## src/rtl/cfgld_pkg.sv

```systemverilog
package cfgld_pkg;
    typedef enum logic [2:0] {
        ST_HDR_ID,
        ST_HDR_LEN,
        ST_CORE,
        ST_ROUTE,
        ST_INIT,
        ST_CONTENT
    } cfg_state_e;
endpackage

```

## src/rtl/cfgld_fwd.sv

```systemverilog
module cfgld_fwd #(
    parameter int W = 16
) (
    input  logic         clk,
    input  logic         rst_n,
    input  logic [W-1:0] din,
    input  logic         din_vld,
    output logic [W-1:0] dout,
    output logic         dout_vld
);
    logic [W-1:0] word_q;
    logic         vld_q;

    always_ff @(posedge clk) begin
        if (!rst_n) begin
            word_q <= '0;
            vld_q  <= 1'b0;
        end else begin
            vld_q <= din_vld;
            if (din_vld) word_q <= din;
        end
    end

    assign dout     = word_q;
    assign dout_vld = vld_q;

    // forwarded one cycle later, unchanged
    p_fwd_word_r1: assert property (@(posedge clk) disable iff (!rst_n)
        din_vld |=> (dout_vld && dout == $past(din)));
    // idle in gives idle out
    p_fwd_quiet_r1: assert property (@(posedge clk) disable iff (!rst_n)
        !din_vld |=> !dout_vld);
endmodule

```

## src/rtl/cfgld_parser.sv

```systemverilog
module cfgld_parser
    import cfgld_pkg::*;
#(
    parameter int W           = 16,
    parameter int CORE_WORDS  = 3,
    parameter int ROUTE_WORDS = 5,
    parameter int INIT_WORDS  = 1,
    parameter int ADDR_W      = 10
) (
    input  logic              clk,
    input  logic              rst_n,
    input  logic [W-1:0]      word,
    input  logic              word_vld,
    input  logic [W-1:0]      tile_id,
    output logic              ld_core,
    output logic              ld_route,
    output logic              ld_init,
    output logic              ld_cont,
    output logic              pkt_done,
    output logic [ADDR_W-1:0] cont_addr
);
    localparam int SEC_MAX_A = (CORE_WORDS > ROUTE_WORDS) ? CORE_WORDS : ROUTE_WORDS;
    localparam int SEC_MAX   = (SEC_MAX_A > INIT_WORDS) ? SEC_MAX_A : INIT_WORDS;
    localparam int SEC_W     = $clog2(SEC_MAX + 1);

    cfg_state_e        state_q, state_d;
    logic              match_q;
    logic [W-1:0]      rem_q;
    logic [SEC_W-1:0]  sec_q;
    logic [ADDR_W-1:0] addr_q;

    logic in_payload;
    logic last_word;
    logic hdr_short;

    assign in_payload = (state_q == ST_CORE) || (state_q == ST_ROUTE) ||
                        (state_q == ST_INIT) || (state_q == ST_CONTENT);
    assign last_word  = in_payload && (rem_q == W'(1));
    assign hdr_short  = (word <= W'(2));

    // next-state logic
    always_comb begin
        state_d = state_q;
        unique case (state_q)
            ST_HDR_ID:  state_d = ST_HDR_LEN;
            ST_HDR_LEN: state_d = hdr_short ? ST_HDR_ID : ST_CORE;
            ST_CORE: begin
                if (last_word)                                state_d = ST_HDR_ID;
                else if (sec_q == SEC_W'(CORE_WORDS - 1))     state_d = ST_ROUTE;
            end
            ST_ROUTE: begin
                if (last_word)                                state_d = ST_HDR_ID;
                else if (sec_q == SEC_W'(ROUTE_WORDS - 1))    state_d = ST_INIT;
            end
            ST_INIT: begin
                if (last_word)                                state_d = ST_HDR_ID;
                else if (sec_q == SEC_W'(INIT_WORDS - 1))     state_d = ST_CONTENT;
            end
            ST_CONTENT: begin
                if (last_word)                                state_d = ST_HDR_ID;
            end
            default:                                          state_d = ST_HDR_ID;
        endcase
    end

    // state register and counters
    always_ff @(posedge clk) begin
        if (!rst_n) begin
            state_q <= ST_HDR_ID;
            match_q <= 1'b0;
            rem_q   <= '0;
            sec_q   <= '0;
            addr_q  <= '0;
        end else if (word_vld) begin
            state_q <= state_d;
            if (state_q == ST_HDR_ID) begin
                match_q <= (word == tile_id);
            end else if (state_q == ST_HDR_LEN) begin
                rem_q  <= word - W'(2);
                sec_q  <= '0;
                addr_q <= '0;
            end else begin
                rem_q <= rem_q - W'(1);
                if (state_d != state_q)         sec_q <= '0;
                else if (state_q != ST_CONTENT) sec_q <= sec_q + SEC_W'(1);
                if (ld_cont)                    addr_q <= addr_q + ADDR_W'(1);
            end
        end
    end

    // output strobes
    always_comb begin
        ld_core   = word_vld && match_q && (state_q == ST_CORE);
        ld_route  = word_vld && match_q && (state_q == ST_ROUTE);
        ld_init   = word_vld && match_q && (state_q == ST_INIT);
        ld_cont   = word_vld && match_q && (state_q == ST_CONTENT);
        pkt_done  = word_vld && match_q &&
                    (last_word || ((state_q == ST_HDR_LEN) && hdr_short));
        cont_addr = addr_q;
    end

    // at most one section loads per word
    p_one_load_r4: assert property (@(posedge clk) disable iff (!rst_n)
        $onehot0({ld_core, ld_route, ld_init, ld_cont}));
    // header words never load a section
    p_hdr_no_load_r2: assert property (@(posedge clk) disable iff (!rst_n)
        (state_q == ST_HDR_ID || state_q == ST_HDR_LEN) |->
            !(ld_core || ld_route || ld_init || ld_cont));
    // an identifier word is always followed by a length word
    p_len_follows_id_r3: assert property (@(posedge clk) disable iff (!rst_n)
        (word_vld && state_q == ST_HDR_ID) |=> (state_q == ST_HDR_LEN));
    // idle cycles leave the parser untouched
    p_idle_hold_r12: assert property (@(posedge clk) disable iff (!rst_n)
        !word_vld |=> ($stable(state_q) && $stable(rem_q) && $stable(sec_q)));
endmodule

```

## src/rtl/cfgld_regs.sv

```systemverilog
module cfgld_regs #(
    parameter int W           = 16,
    parameter int CORE_WORDS  = 3,
    parameter int ROUTE_WORDS = 5,
    parameter int INIT_WORDS  = 1,
    parameter int ADDR_W      = 10
) (
    input  logic                      clk,
    input  logic                      rst_n,
    input  logic [W-1:0]              word,
    input  logic                      ld_core,
    input  logic                      ld_route,
    input  logic                      ld_init,
    input  logic                      ld_cont,
    input  logic                      pkt_done,
    input  logic [ADDR_W-1:0]         cont_addr,
    output logic [CORE_WORDS*W-1:0]   core_reg,
    output logic [ROUTE_WORDS*W-1:0]  route_reg,
    output logic [INIT_WORDS*W-1:0]   init_reg,
    output logic                      wr_en,
    output logic [ADDR_W-1:0]         wr_addr,
    output logic [W-1:0]              wr_data,
    output logic                      loaded
);
    localparam int CORE_BITS  = CORE_WORDS * W;
    localparam int ROUTE_BITS = ROUTE_WORDS * W;
    localparam int INIT_BITS  = INIT_WORDS * W;

    logic [CORE_BITS-1:0]  core_q;
    logic [ROUTE_BITS-1:0] route_q;
    logic [INIT_BITS-1:0]  init_q;
    logic                  wr_en_q;
    logic [ADDR_W-1:0]     wr_addr_q;
    logic [W-1:0]          wr_data_q;
    logic                  loaded_q;

    always_ff @(posedge clk) begin
        if (!rst_n) begin
            core_q    <= '0;
            route_q   <= '0;
            init_q    <= '0;
            wr_en_q   <= 1'b0;
            wr_addr_q <= '0;
            wr_data_q <= '0;
            loaded_q  <= 1'b0;
        end else begin
            if (ld_core)  core_q  <= CORE_BITS'({core_q, word});
            if (ld_route) route_q <= ROUTE_BITS'({route_q, word});
            if (ld_init)  init_q  <= INIT_BITS'({init_q, word});
            wr_en_q <= ld_cont;
            if (ld_cont) begin
                wr_addr_q <= cont_addr;
                wr_data_q <= word;
            end
            if (pkt_done) loaded_q <= 1'b1;
        end
    end

    assign core_reg  = core_q;
    assign route_reg = route_q;
    assign init_reg  = init_q;
    assign wr_en     = wr_en_q;
    assign wr_addr   = wr_addr_q;
    assign wr_data   = wr_data_q;
    assign loaded    = loaded_q;

    // core register only moves on a core strobe
    p_core_hold_r4: assert property (@(posedge clk) disable iff (!rst_n)
        !ld_core |=> $stable(core_q));
    // routing register only moves on a route strobe
    p_route_hold_r5: assert property (@(posedge clk) disable iff (!rst_n)
        !ld_route |=> $stable(route_q));
    // start value only moves on an init strobe
    p_init_hold_r6: assert property (@(posedge clk) disable iff (!rst_n)
        !ld_init |=> $stable(init_q));
    // one write pulse per content word
    p_wr_pulse_r7: assert property (@(posedge clk) disable iff (!rst_n)
        ld_cont |=> (wr_en && wr_data == $past(word)));
    p_wr_quiet_r7: assert property (@(posedge clk) disable iff (!rst_n)
        !ld_cont |=> !wr_en);
    // loaded flag is sticky
    p_loaded_sticky_r9: assert property (@(posedge clk) disable iff (!rst_n)
        loaded |=> loaded);
endmodule

```

## src/rtl/cfg_tile_loader.sv

```systemverilog
module cfg_tile_loader #(
    parameter int W           = 16,
    parameter int CORE_WORDS  = 3,
    parameter int ROUTE_WORDS = 5,
    parameter int INIT_WORDS  = 1,
    parameter int ADDR_W      = 10
) (
    input  logic                     clk,
    input  logic                     rst_n,
    input  logic [W-1:0]             tile_id,
    input  logic [W-1:0]             cfg_in,
    input  logic                     cfg_in_vld,
    output logic [W-1:0]             cfg_out,
    output logic                     cfg_out_vld,
    output logic [CORE_WORDS*W-1:0]  core_cfg,
    output logic [ROUTE_WORDS*W-1:0] route_cfg,
    output logic [INIT_WORDS*W-1:0]  init_val,
    output logic                     cfg_loaded,
    output logic                     mem_wr_en,
    output logic [ADDR_W-1:0]        mem_wr_addr,
    output logic [W-1:0]             mem_wr_data
);
    logic              ld_core, ld_route, ld_init, ld_cont, pkt_done;
    logic [ADDR_W-1:0] cont_addr;

    cfgld_fwd #(.W(W)) fwd_i (
        .clk      (clk),
        .rst_n    (rst_n),
        .din      (cfg_in),
        .din_vld  (cfg_in_vld),
        .dout     (cfg_out),
        .dout_vld (cfg_out_vld)
    );

    cfgld_parser #(
        .W(W), .CORE_WORDS(CORE_WORDS), .ROUTE_WORDS(ROUTE_WORDS),
        .INIT_WORDS(INIT_WORDS), .ADDR_W(ADDR_W)
    ) parser_i (
        .clk       (clk),
        .rst_n     (rst_n),
        .word      (cfg_in),
        .word_vld  (cfg_in_vld),
        .tile_id   (tile_id),
        .ld_core   (ld_core),
        .ld_route  (ld_route),
        .ld_init   (ld_init),
        .ld_cont   (ld_cont),
        .pkt_done  (pkt_done),
        .cont_addr (cont_addr)
    );

    cfgld_regs #(
        .W(W), .CORE_WORDS(CORE_WORDS), .ROUTE_WORDS(ROUTE_WORDS),
        .INIT_WORDS(INIT_WORDS), .ADDR_W(ADDR_W)
    ) regs_i (
        .clk       (clk),
        .rst_n     (rst_n),
        .word      (cfg_in),
        .ld_core   (ld_core),
        .ld_route  (ld_route),
        .ld_init   (ld_init),
        .ld_cont   (ld_cont),
        .pkt_done  (pkt_done),
        .cont_addr (cont_addr),
        .core_reg  (core_cfg),
        .route_reg (route_cfg),
        .init_reg  (init_val),
        .wr_en     (mem_wr_en),
        .wr_addr   (mem_wr_addr),
        .wr_data   (mem_wr_data),
        .loaded    (cfg_loaded)
    );

    // reset leaves outputs quiet
    p_reset_quiet_r11: assert property (@(posedge clk)
        !rst_n |=> (!cfg_out_vld && !cfg_loaded && !mem_wr_en && core_cfg == '0));
endmodule

```

## config.mk

```make
export PLATFORM = sky130hd
export DESIGN_NAME = cfg_tile_loader
export DESIGN_NICKNAME = d
export VERILOG_FILES = /design/src/rtl/cfgld_pkg.sv /design/src/rtl/cfgld_fwd.sv /design/src/rtl/cfgld_parser.sv /design/src/rtl/cfgld_regs.sv /design/src/rtl/cfg_tile_loader.sv
export SDC_FILE = /design/constraint.sdc
export NUM_CORES = 1
export LEC_CHECK = 0
export BUFFER_PORTS_ARGS = -buffer_cell sky130_fd_sc_hd__clkbuf_2
export CELL_PAD_IN_SITES_DETAIL_PLACEMENT = 1
export CELL_PAD_IN_SITES_GLOBAL_PLACEMENT = 2
export CORE_ASPECT_RATIO = 2
export CORE_MARGIN = 4
export CORE_UTILIZATION = 31
export CTS_CLUSTER_DIAMETER = 60
export CTS_CLUSTER_SIZE = 30
export DETAILED_ROUTE_END_ITERATION = 10
export GPL_TIMING_DRIVEN = 0
export PLACE_DENSITY_LB_ADDON = 0.1
export SLEW_MARGIN = 10
export SYNTH_ARGS = -nofsm -noshare
export SYNTH_HDL_FRONTEND = slang
export SYNTH_SLANG_ARGS = --single-unit
```

## constraint.sdc

```tcl
create_clock -name clk -period 3.5 [get_ports clk]
set_input_delay 0.35 -clock clk [delete_from_list [all_inputs] [get_ports clk]]
set_output_delay 0.35 -clock clk [all_outputs]
set_load 0.02 [all_outputs]
```

==> results of run 1 <==
metal layers:
| layer | part of all wire | track usage |
|---|---|---|
| met3 | 0.042 | 0.0260 |
| met2 | 0.57 | 0.420 |
| met1 | 0.36 | 0.221 |
| met5 | 0 | 0 |
| met4 | 0.029 | 0.0685 |
layout by cell type, fill, tap and decap left out, types with 23 or more instances in the layout:
master | Yosys | final
a21boi_1 | 83 | 83
a21oi_1 | 94 | 94
dfxtp_1 | 222 | 222
nand2_1 | 366 | 366
xor2_1 | 24 | 24
nor2_1 | 36 | 36
a21boi_0 | 23 | 23
clkbuf_2 | 0 | 209
clkbuf_1 | 70 | 70
worst max-delay path, stage by stage, from the launching register on:
cell and delay, ps:
dfxtp_1 430, ha_1 350, or4bb_1 510, nor4_2 600, nor3_1 140, a211oi_1 490
nor4b_1 110, a211o_1 280
area by class of cell:
cell class	instances	area, sq um
antenna	1	2.50
buffer	89	472
clock buffer	16	389
clock inverter	10	198
fill	3650	18200
inverter	11	41.3
multi-input combinational	812	4370
sequential	222	4440
tap	364	455
timing repair buffer	209	1050
cell families after synthesis:
kind of cell,Yosys count,synth area share
XOR/XNOR,32,0.0309
AO/OA/AOI/OAI,257,0.176
flip-flops,222,0.477
adder cells (fa/ha/maj),8,0.0107
multiplexers,17,0.0184
AND/OR/NAND/NOR,498,0.232
buffers and inverters,100,0.0550
where the power goes:
part / internal, mW / switching [mW]
logic: 0.188 / 0.331
registers: 2.56 / 0.0299
clock network: 1.09 / 1.05
total: 3.84 / 1.41
synth_stat cells (4+ instances only):
master,number
nand4_1,5
buf_6,5
a21oi_1,94
a22oi_1,5
xor2_1,24
nand2b_1,5
o22ai_1,7
mux2i_1,16
buf_1,4
o21ai_0,18
nor4_1,13
inv_1,10
a21boi_0,23
nor2_1,36
nand3_1,7
o21a_1,4
a21boi_1,83
dfxtp_1,222
clkbuf_1,70
ha_1,8
or4_1,5
clkbuf_8,8
nor2b_1,18
nand2_1,366
or3_1,10
xnor2_1,7
nor3_1,10
how the worst max path moves through the flow:
| stage | from | to | slack [ps] | depth (start not counted) |
|---|---|---|---|---|
| final | parser_i.state_q[2] | parser_i.sec_q[2] | 480 | 7 |
| after global routing | parser_i.state_q[2] | parser_i.sec_q[2] | 240 | 7 |
| after CTS | parser_i.state_q[2] | parser_i.sec_q[2] | 480 | 7 |
| after detailed placement | parser_i.state_q[2] | parser_i.sec_q[0] | 450 | 7 |
| after global placement | parser_i.state_q[2] | parser_i.sec_q[0] | 410 | 7 |
| after floorplan | cfg_in[2] | parser_i.rem_q[14] | 1020 | 7 |
metrics by stage:
step | setup slack [ps] | power [mW] | utilization
detailed placement | 451 | 3.17 | 0.366
global route | 240 | 5.46 | 0.385
global placement | 415 | 3.16 | 0.366
CTS | 479 | 5.34 | 0.385
floorplan | 1020 | 2.98 | -
finish | 484 | 5.25 | 0.385
==> results.json, run 1 <==
{
  "period_minus_slack_ps": 3020,
  "clkTransAtPathRegs_ps": 110,
  "power_density_nw_per_um2": 460,
  "crit_path_max_fanout": 9,
  "drive_gt1_frac": 0.192,
  "post_cts_buffers": 0,
  "io_buffer_count": 209,
  "worst_pin_slew_ps": 1190,
  "post_cts_resized": 0,
  "yosys.area.top_type": "dfxtp_1",
  "wire_per_inst_um": 20.4,
  "antenna_found_initial": 0,
  "drv_slew": 0,
  "hold_depth": 3,
  "setup_tns_ps": 0,
  "hold_end": "regs_i.init_reg[14]",
  "synth_ff_type": "dfxtp_1",
  "post_layout_nonfiller_instances": 1734,
  "nets": 1403,
  "netlist_area_sq_um": 9330,
  "grt_pass1_wl_um": 53400,
  "drv_cap": 0,
  "die-width_um": 131,
  "largest_register_ffs": 80,
  "postSynth.asyncResetShare": 0,
  "crit_required_ps": 3880,
  "die_h_um": 253,
  "rr_endpoint": "parser_i.sec_q[2]",
  "synth_edf_count": 0,
  "synth_seq_cells": 222,
  "synth_nets": 1177,
  "dieArea_sq_um": 33100,
  "via_count": 8518,
  "finalWirelength_um": 35400,
  "worst-setup-path-type": "flip-flop to flip-flop",
  "grt_pass1_vias": 8795,
  "antenna_left": 0,
  "initial_core_util": 0.315,
  "clk_latency_ps": 530,
  "final_cell_area_sq_um": 11400,
  "clock_skew_ps": 48.2,
  "grt_max_degree": 31,
  "numCtsBuffers": 15,
  "ir_worst_vdd_mv": 0.293,
  "p_leak_nw": 4.39,
  "dr.pass1.iters": 4,
  "relSlewSlack": 0.204,
  "crit-reg2reg-launch": "parser_i.state_q[2]",
  "ios": 224,
  "worstHoldPathType": "input port to flip-flop",
  "cts_root_buffer": "clkbuf_16",
  "syn_area_per_cell_sq_um": 8.22,
  "drc": 0,
  "ys_types": 61,
  "htree_levels": 1,
  "globalRouteOverflowTotal": 0,
  "gp_congestion": 0.814,
  "rsz0062_at_grt": "false",
  "setup_violations": 0,
  "ys.warnings.count": 0,
  "cp_data_arrival_time_ps": 3400,
  "min_period_over_period": 0.862,
  "status": "complete, no violations",
  "syn_inst": 1134,
  "synth_top_area_share": 0.477,
  "cts_tree": "yes",
  "core_sq_um": 29600,
  "placedCellCount": 1707,
  "hold_ws_ps": 99.5,
  "track_usage": 0.211,
  "drt_iter0_markers": 290,
  "syn2layout_area_growth_pct": 22.4,
  "cts.sinks": 222,
  "worstHoldStart": "cfg_in[14]",
  "synth_seq_area_share": 0.477,
  "place_hpwl_um": 27300,
  "viasPerCell": 4.91,
  "crit_path_start_kind": "flip-flop",
  "hold_buffers": 0,
  "placed_area_sq_um": 10800,
  "clk_path_buf_depth": 3,
  "r2r_setup_slack_ps": 480,
  "fp-row-count": 89,
  "clock.fmax_mhz": 332,
  "cp-end-kind": "flip-flop",
  "hold_viol_final": 0,
  "synth_area_leaders": "dfxtp_1, nand2_1, a21boi_1",
  "r2r_cells": 7
}
(Power assumes the default switching activity.)
==> run 2: changes to the inputs <==
--- a/config.mk
+++ b/config.mk
@@ -6,11 +6,12 @@
 export NUM_CORES = 1
 export LEC_CHECK = 0
 export BUFFER_PORTS_ARGS = -buffer_cell sky130_fd_sc_hd__clkbuf_2
+export CAP_MARGIN = 20
 export CELL_PAD_IN_SITES_DETAIL_PLACEMENT = 1
 export CELL_PAD_IN_SITES_GLOBAL_PLACEMENT = 2
 export CORE_ASPECT_RATIO = 2
 export CORE_MARGIN = 4
-export CORE_UTILIZATION = 31
+export CORE_UTILIZATION = 34
 export CTS_CLUSTER_DIAMETER = 60
 export CTS_CLUSTER_SIZE = 30
 export DETAILED_ROUTE_END_ITERATION = 10
@@ -19,4 +20,5 @@
 export SLEW_MARGIN = 10
 export SYNTH_ARGS = -nofsm -noshare
 export SYNTH_HDL_FRONTEND = slang
+export SYNTH_HIERARCHICAL = 1
 export SYNTH_SLANG_ARGS = --single-unit
==> results.json, run 2 <==
{
  "worstHoldStart": "rst_n",
  "viasPerCell": 4.89,
  "status": "complete, no violations",
  "synth_ff_type": "dfxtp_1",
  "antenna_found_initial": 0,
  "ys_top_cells_by_count": "dfxtp_1, nor2b_1, mux2i_1, xor2_1, nor2_1",
  "globalRouteOverflowTotal": 0,
  "crit_path_start_kind": "flip-flop",
  "place_hpwl_um": 25300,
  "fp-row-count": 87,
  "synthMuxAreaShare": 0.193,
  "ir_worst_vdd_mv": 0.469,
  "hold_ws_ps": 287,
  "track_usage": 0.206,
  "clk_path_buf_depth": 3,
  "antenna_left": 0,
  "ys.warnings.count": 6,
  "initial_core_util": 0.345,
  "drv_cap": 0,
  "r2r_setup_slack_ps": 1090,
  "syn_area_per_cell_sq_um": 10.4,
  "post_cts_resized": 0,
  "worst_pin_slew_ps": 861,
  "via_count": 7493,
  "io_buffer_count": 223,
  "ios": 224,
  "min_period_over_period": 0.688,
  "ys_types": 60,
  "gp_congestion": 0.821,
  "r2r_cells": 7,
  "drc": 0,
  "antenna_cells": 0,
  "synth-compound-area-share": 0.0496,
  "grt_pass1_vias": 8076,
  "synth_nets": 973,
  "die-width_um": 128,
  "cts_root_buffer": "clkbuf_16",
  "relSlewSlack": 0.425,
  "setup_violations": 0,
  "yosysMostFrequentCell": "dfxtp_1",
  "cp-end-kind": "flip-flop",
  "mostFrequentLayoutCell": "clkbuf_2",
  "rr_endpoint": "parser_i/rem_q[14]",
  "crit_path_max_fanout": 6,
  "cts.sinks": 222,
  "hold_end": "fwd_i/dout[0]",
  "clk_latency_ps": 510,
  "power_density_nw_per_um2": 432,
  "clock.fmax_mhz": 415,
  "worst-setup-path-type": "flip-flop to flip-flop",
  "yosys.area_share.adder": 0.0103,
  "syn_inst": 930,
  "power_mw": 5.09,
  "crit-reg2reg-launch": "parser_i/rem_q[1]",
  "syn2layout_area_growth_pct": 21.3,
  "numCtsBuffers": 15,
  "post_cts_buffers": 0,
  "synth_edf_count": 0,
  "die_h_um": 247,
  "yosys.area.top_type": "dfxtp_1",
  "period_minus_slack_ps": 2410,
  "drv_slew": 0,
  "worstHoldPathType": "input port to flip-flop",
  "finalWirelength_um": 32600,
  "largest_register_ffs": 80,
  "grt_max_degree": 31,
  "synth_top_area_share": 0.457,
  "p_leak_nw": 4.38,
  "synth_seq_area_share": 0.457,
  "postSynth.asyncResetShare": 0,
  "clkTransAtPathRegs_ps": 90,
  "core_sq_um": 28200,
  "grt_pass1_wl_um": 49300,
  "wire_per_inst_um": 21.3,
  "synth_area_leaders": "dfxtp_1, mux2i_1, nor2b_1",
  "drt_iter0_markers": 222,
  "final_core_util": 0.418,
  "synth_xor_area_frac": 0.0315,
  "hold_depth": 2,
  "nets": 1213,
  "drive_gt1_frac": 0.251,
  "cts_tree": "yes",
  "hold_viol_final": 0,
  "fillers": 3261,
  "crit_required_ps": 3890,
  "rsz0062_at_grt": "false",
  "cp_data_arrival_time_ps": 2800,
  "netlist_area_sq_um": 9720,
  "htree_levels": 1,
  "clock_skew_ps": 21.7,
  "synth_seq_cells": 222,
  "final_cell_mix": "clkbuf_2, dfxtp_1, nor2b_1",
  "synth_top_family_by_area": "simple AND/OR/NAND/NOR gates",
  "dieArea_sq_um": 31500,
  "synth-simple-area-share": 0.205,
  "dr.pass1.iters": 4,
  "setup_tns_ps": 0,
  "hold_buffers": 0
}
==> run 2: changes by cell type after synthesis, sizes merged, moves of 7 or more <==
| cell | change |
|---|---|
| or4 | -7 |
| a21boi | -101 |
| buf | +18 |
| mux2i | +171 |
| a21oi | -76 |
| nor3 | +7 |
| nor2b | +178 |
| nand2 | -344 |
| clkbuf | -51 |
| nand3 | +13 |
| nor2 | -7 |
| or3 | -7 |
==> run 2: worst max path at each step <==
| stage | from | to | depth (start not counted) |
|---|---|---|---|
| final | parser_i/rem_q[1] | parser_i/rem_q[14] | 7 |
| after global routing | parser_i/rem_q[0] | parser_i/rem_q[14] | 7 |
| after CTS | parser_i/state_q[2] | parser_i/rem_q[13] | 6 |
| after detailed placement | cfg_in[1] | parser_i/rem_q[13] | 9 |
| after global placement | cfg_in[1] | parser_i/rem_q[13] | 9 |
| after floorplan | cfg_in[9] | parser_i/rem_q[11] | 6 |
==> run 2: area by class of cell <==
cell class / count / area (sq um) / share of cell area
Tap cell: 356 / 445 / 0.0378
Multi-Input combinational cell: 641 / 4760 / 0.404
Sequential cell: 222 / 4440 / 0.377
Timing Repair Buffer: 223 / 1120 / 0.0947
Buffer: 56 / 474 / 0.0402
Inverter: 11 / 42.5 / 0.00361
Clock buffer: 15 / 375 / 0.0318
Clock inverter: 9 / 133 / 0.0113
==> run 2: metrics by stage <==
stage | std cells | cell area [sq um] | setup slack [ps]
after global routing | 1533 | 11800 | 916
after global placement | 1509 | 11300 | 1040
after CTS | 1533 | 11800 | 1090
after floorplan | 930 | 9720 | 1620
after detailed placement | 1509 | 11300 | 956
final | 1533 | 11800 | 1090
==> run 2: cell families after synthesis <==
group	after synthesis
AOI/OAI and AO/OA	76
xor gates and xnor gates	35
adders and majority gates	8
buffers and inverters	67
DFF	222
muxes	187
and+or+nand+nor	335
==> run 2: where the power goes <==
group	internal, mW	switching, mW
combinational	0.205	0.358
clock	0.865	1.07
sequential	2.56	0.0332
==> run 2: critical path: stages, from the launching register on <==
cell,delay [ps]
dfxtp_1,350
inv_1,130
ha_1,220
nor3b_1,720
nand2_1,330
o21ai_1,200
a21boi_1,80
o31a_1,270
==> run 2: routing by layer <==
layer  up-vias  global-route usage  wire [um]
met3        45              0.0411       1710
met5         -                   0          0
met2       170               0.415      18800
li1       3630                   -          -
met4         0              0.0698        988
met1      3648               0.201      11000
